--- src/rtl/bcd_rtc_core.sv ---
module bcd_rtc_core #(
  parameter int TICK_DIV = 32768
) (
  input  logic       clk,
  input  logic       rst_n,
  input  logic       wr_en,
  input  logic [2:0] wr_addr,
  input  logic [7:0] wr_data,
  output logic [7:0] sec_o,
  output logic [7:0] min_o,
  output logic [7:0] hour_o,
  output logic [7:0] wday_o,
  output logic [7:0] mday_o,
  output logic [7:0] month_o,
  output logic [7:0] year_o,
  output logic       halted_o
);
  localparam int PW = (TICK_DIV > 2) ? $clog2(TICK_DIV) : 1;
  localparam logic [PW-1:0] LAST = PW'(TICK_DIV - 1);

  logic [PW-1:0] presc_q;
  logic [7:0] sec_q, min_q, hr_q, wd_q, md_q, mo_q, yr_q;
  logic halt_q;

  function automatic logic [7:0] bcd_inc(input logic [7:0] v);
    return (v[3:0] == 4'h9) ? {v[7:4] + 4'd1, 4'h0} : v + 8'd1;
  endfunction

  logic tick, sec_wrap, min_wrap, leap, day_end;
  logic [7:0] hr_next, last_day, h12_inc, h24_inc;
  logic hr_carry;

  assign tick     = !halt_q && (presc_q == LAST);
  assign sec_wrap = (sec_q == 8'h59);
  assign min_wrap = (min_q == 8'h59);
  assign leap     = yr_q[4] ? (yr_q[3:0] == 4'h2 || yr_q[3:0] == 4'h6)
                            : (yr_q[3:0] == 4'h0 || yr_q[3:0] == 4'h4 || yr_q[3:0] == 4'h8);
  assign h12_inc  = bcd_inc({3'b000, hr_q[4:0]});
  assign h24_inc  = bcd_inc({2'b00, hr_q[5:0]});
  assign day_end  = sec_wrap && min_wrap && hr_carry;

  always_comb begin
    hr_carry = 1'b0;
    if (hr_q[6]) begin
      if (hr_q[4:0] == 5'h12)      hr_next = {2'b01, hr_q[5], 5'h01};
      else if (hr_q[4:0] == 5'h11) begin
        hr_next  = {2'b01, ~hr_q[5], 5'h12};
        hr_carry = hr_q[5];
      end
      else                         hr_next = {2'b01, hr_q[5], h12_inc[4:0]};
    end else begin
      if (hr_q[5:0] == 6'h23) begin
        hr_next  = 8'h00;
        hr_carry = 1'b1;
      end
      else hr_next = {2'b00, h24_inc[5:0]};
    end
  end

  always_comb begin
    case (mo_q)
      8'h02:                      last_day = leap ? 8'h29 : 8'h28;
      8'h04, 8'h06, 8'h09, 8'h11: last_day = 8'h30;
      default:                    last_day = 8'h31;
    endcase
  end

  always_ff @(posedge clk or negedge rst_n) begin
    if (!rst_n) begin
      presc_q <= '0;
      sec_q <= 8'h00; min_q <= 8'h00; hr_q <= 8'h00;
      wd_q <= 8'h01; md_q <= 8'h01; mo_q <= 8'h01; yr_q <= 8'h00;
      halt_q <= 1'b0;
    end else begin
      if (wr_en && wr_addr == 3'd0) presc_q <= '0;
      else if (!halt_q)             presc_q <= tick ? '0 : presc_q + 1'b1;

      if (wr_en) begin
        case (wr_addr)
          3'd0: sec_q  <= wr_data;
          3'd1: min_q  <= wr_data;
          3'd2: hr_q   <= wr_data;
          3'd3: wd_q   <= wr_data;
          3'd4: md_q   <= wr_data;
          3'd5: mo_q   <= wr_data;
          3'd6: yr_q   <= wr_data;
          default: halt_q <= wr_data[7];
        endcase
      end else if (tick) begin
        sec_q <= sec_wrap ? 8'h00 : bcd_inc(sec_q);
        if (sec_wrap) begin
          min_q <= min_wrap ? 8'h00 : bcd_inc(min_q);
          if (min_wrap) hr_q <= hr_next;
        end
        if (day_end) begin
          wd_q <= (wd_q == 8'h07) ? 8'h01 : wd_q + 8'd1;
          md_q <= (md_q == last_day) ? 8'h01 : bcd_inc(md_q);
          if (md_q == last_day) begin
            mo_q <= (mo_q == 8'h12) ? 8'h01 : bcd_inc(mo_q);
            if (mo_q == 8'h12) yr_q <= (yr_q == 8'h99) ? 8'h00 : bcd_inc(yr_q);
          end
        end
      end
    end
  end

  assign sec_o = sec_q;   assign min_o = min_q;   assign hour_o = hr_q;
  assign wday_o = wd_q;   assign mday_o = md_q;   assign month_o = mo_q;
  assign year_o = yr_q;   assign halted_o = halt_q;

  assert_min_hold_R2: assert property (@(posedge clk) disable iff (!rst_n)
    (!wr_en && sec_q != 8'h59) |=> $stable(min_q));
  assert_mode_kept_R3: assert property (@(posedge clk) disable iff (!rst_n)
    !wr_en |=> $stable(hr_q[6]));
  assert_pm_edge_R4: assert property (@(posedge clk) disable iff (!rst_n)
    (!wr_en && hr_q[6] && hr_q[4:0] != 5'h11) |=> $stable(hr_q[5]));
  assert_halt_freeze_R10: assert property (@(posedge clk) disable iff (!rst_n)
    (halt_q && !wr_en) |=> $stable({sec_q, min_q, hr_q, wd_q, md_q, mo_q, yr_q, presc_q}));
  assert_presc_clear_R11: assert property (@(posedge clk) disable iff (!rst_n)
    (wr_en && wr_addr == 3'd0) |=> (presc_q == '0));
endmodule

--- config.mk ---
export PLATFORM = sky130hd
export DESIGN_NAME = bcd_rtc_core
export DESIGN_NICKNAME = d
export VERILOG_FILES = /design/src/rtl/bcd_rtc_core.sv
export SDC_FILE = /design/constraint.sdc
export NUM_CORES = 1
export LEC_CHECK = 0
export BUFFER_PORTS_ARGS = -buffer_cell sky130_fd_sc_hd__buf_4
export CORE_UTILIZATION = 46
export CTS_CLUSTER_DIAMETER = 100
export CTS_CLUSTER_SIZE = 8
export DETAILED_ROUTE_END_ITERATION = 8
export GPL_TIMING_DRIVEN = 0
export PLACE_DENSITY = 0.69
export SLEW_MARGIN = 25
export SYNTH_ARGS = -nofsm -noshare
export SYNTH_HDL_FRONTEND = slang
export SYNTH_SLANG_ARGS = --single-unit
export TNS_END_PERCENT = 5
--- constraint.sdc ---
create_clock -name clk -period 2.75 [get_ports clk]
set_input_delay 0.4125 -clock clk [delete_from_list [all_inputs] [get_ports clk]]
set_output_delay 0.4125 -clock clk [all_outputs]
set_load 0.02 [all_outputs]
==> qor.yml <==
gp_routability_congestion: 0.937
ys_seq_area_share_pct: 36.0
final_area_sq_um: 5970
routedWlPerCell_um: 18.5
combPwrFrac_pct: 39.3
cp.required_ps: 2960
leakagePower_nw: 2.59
yosysWarnings: 0
grt_max_degree: 73
synth_top_area_share_pct: 34.4
cts_tree: "yes"
fp.dieW_um: 106
crit_fanout: 7
finalMaxSlewViolations: 0
dp_hpwl_mm: 10.7
ff2ff_path_depth: 9
cp_top_family: "simple AND/OR/NAND/NOR gates"
reg2reg_to: "month_o[2]$_DFFE_PN0P_"
cp_slowest_cell: "or4_1"
synth_fp_nets: 623
ant_nets: 0
drtIter0Drc: 455
core-area_sq_um: 10500
cts_max_path_buffers: 2
p_total_mw: 4.08
grt_pass1_vias: 4744
hold_buffers: 0
period_share_pct: 98.0
antenna_found_initial: 0
relSlewSlack_pct: 51.3
portBuffers: 70
grt-ovfl-total: 0
h-tree-depth: 3
min_period_ps: 2700
numCtsBuffers: 9
setup_slack_ps: 53.7
clk_latency_ps: 360
outcome: "complete, no violations"
ff2ff_setup_slack_ps: 50
finalHoldViolCount: 0
yosysMostFrequentCell: "dfrtp_1"
core.rowCount: 37
synthTopCellsByCount: "dfrtp_1 (69), nor2_1 (65), nand2_1 (50)"
r2r_start: "presc_q[0]$_DFFE_PN0P_"
fmax_ghz: 0.371
first_pass_iters: 5
vias_per_cell: 6.20
synthCells: 594
dp_cells: 800
setup-violations-final: 0
vdd_ir_drop_max_mv: 0.327
n_antenna_cell: 0
dpl_cell_area_sq_um: 5710
nFillCells: 983
rsz0062_at_grt: "no"
skew_ps: 13.1
hold_class: "primary input to asynchronous set/reset pin"
worstSetupPathType: "register to register"
worst_pin_slew_ps: 731
hold_slack_ps: 67.2
synth-edff-count: 0
drc_errors: 0
synth_top_area_cell: "dfrtp_1"
sequentialPowerShare_pct: 39.4
ys_ff_latch: 72
path_cells: "ha_2 > nand4b_1 > or4_1 > buf_6 > nor4b_4 > buf_4 > nor2_1 > a2111oi_1 > a211oi_1"
syn_to_final_growth_pct: 18.9
syn_avg_cell_area_sq_um: 8.45
dieArea_sq_um: 11300
die_h_um: 106
power.switching_mw: 1.67
seq_area_sq_um: 1810
layout-drive-gt1-share_pct: 19.3
synthTopCellsByArea: "dfrtp_1 (34%), nor2_1 (4.9%), a21oi_1 (3.9%), ha_1 (3.7%), nand2_1 (3.7%)"
start_util_pct: 48.0
slowest_delay_ps: 490
cts_sinks: 72
synth.cell_area_sq_um: 5020
arrival_ps: 2910
grtUsageTotal_pct: 27.4
clkPwrFrac_pct: 21.2
critPathCaptureType: "register"
ys_types: 72
cap_violations: 0
clkSlewWorstSetupHoldPaths_ps: 80
root_buffer: "clkbuf_8"
wl_mm: 15.1
post-place-ws_ps: -240
swShare_pct: 41.0
vias: 5059
worst_setup_path_start_kind: "register"
crit_buf_inv: 2
power_density_nw_per_um2: 684
grt_pass1_wl_mm: 24.1
fin_tns_setup_ps: 0
stdcell_count: 816
multiInputGateArea_sq_um: 2990
p_int_mw: 2.41
nets: 704
final_util_pct: 57.0
ys.flop_type: "dfrtp_1"
ios: 71
synthArstFlopShare_pct: 100
-- flip-flops by register name, summed over array words and instances, names as in the netlist --
register  cells
halted_o      1
wday_o        8
mday_o        8
presc_q      15
sec_o         8
month_o       8
min_o         8
hour_o        8
year_o        8
-- area by class of cell --
cell class | count | area share (%)
well taps | 136 | 2.85
inverters | 29 | 1.82
repair buffers | 73 | 9.25
clock buffers | 13 | 2.50
multi-input cells | 458 | 50.1
clock inverters | 3 | 0.713
flip-flops and latches | 72 | 30.3
plain buffers | 32 | 2.47
-- power groups by stage --
stage	combinational (mW)	clock [mW]	sequential (mW)
global placement	1.57	0	1.57
finish	1.61	0.867	1.61
global route	1.75	0.921	1.65
detailed placement	1.61	0	1.58
CTS	1.62	0.877	1.56
floorplan	0.854	0	1.73
-- worst register-to-register path: stages (launching register included) --
cell and delay (ps):
dfrtp_1 400, ha_2 240, nand4b_1 100, or4_1 490, buf_6 160, nor4b_4 240, buf_4 190, nor2_1 110
a2111oi_1 480, a211oi_1 140
-- what timing repair did --
item	CTS	global route
pin swaps	1	0
gates resized for setup	4	7
setup buffers	3	0
setup endpoints to repair	25	13
-- placed cells by master (no fill, tap or decap), types with 10 or more instances in the layout --
cell      instances
buf_4            74
dfrtp_1          68
nor2_1           65
nand2_1          50
a21oi_1          39
o21ai_0          36
inv_1            29
clkbuf_1         27
nand3_1          22
nor3_1           16
nand4_1          14
ha_1             14
a31oi_1          13
and2_1           12
o22ai_1          11
mux2i_1          11
xor2_1           11
clkbuf_8         10
-- worst max-delay path by stage --
stage                           startpoint  cells past startpoint                endpoint
floorplan             halted_o$_DFFE_PN0P_                      8   year_o[0]$_DFFE_PN0P_
global placement    month_o[7]$_DFFE_PN0P_                      7   mday_o[2]$_DFFE_PN0P_
detailed placement    min_o[0]$_DFFE_PN0P_                      7  month_o[2]$_DFFE_PN0P_
CTS                 month_o[4]$_DFFE_PN0P_                      9   mday_o[2]$_DFFE_PN0P_
global route        presc_q[0]$_DFFE_PN0P_                     11   mday_o[7]$_DFFE_PN0P_
finish              presc_q[0]$_DFFE_PN0P_                      9  month_o[2]$_DFFE_PN0P_
-- logic make-up (layout without fill, tap and decap cells) --
logic type               Yosys count  in the layout  synth area share [%]
buffers and inverters             64            150                  5.31
multiplexers                      23             23                  5.19
adder cells (fa/ha/maj)           15             15                  3.74
flip-flops                        72             72                  36.0
AO/OA/AOI/OAI                    175            175                  23.7
XOR/XNOR                          19             19                  3.32
AND/OR/NAND/NOR                  226            226                  22.8
-- layer usage --
layer / GRT usage [%] / wire, um / vias up
met5: 0 / 0 / -
met1: 37.5 / 6860 / 2444
li1: - / - / 2342
met3: 3.07 / 902 / 40
met4: 12.9 / 456 / 0
met2: 43.2 / 6890 / 233
(Power assumes the default switching activity.)
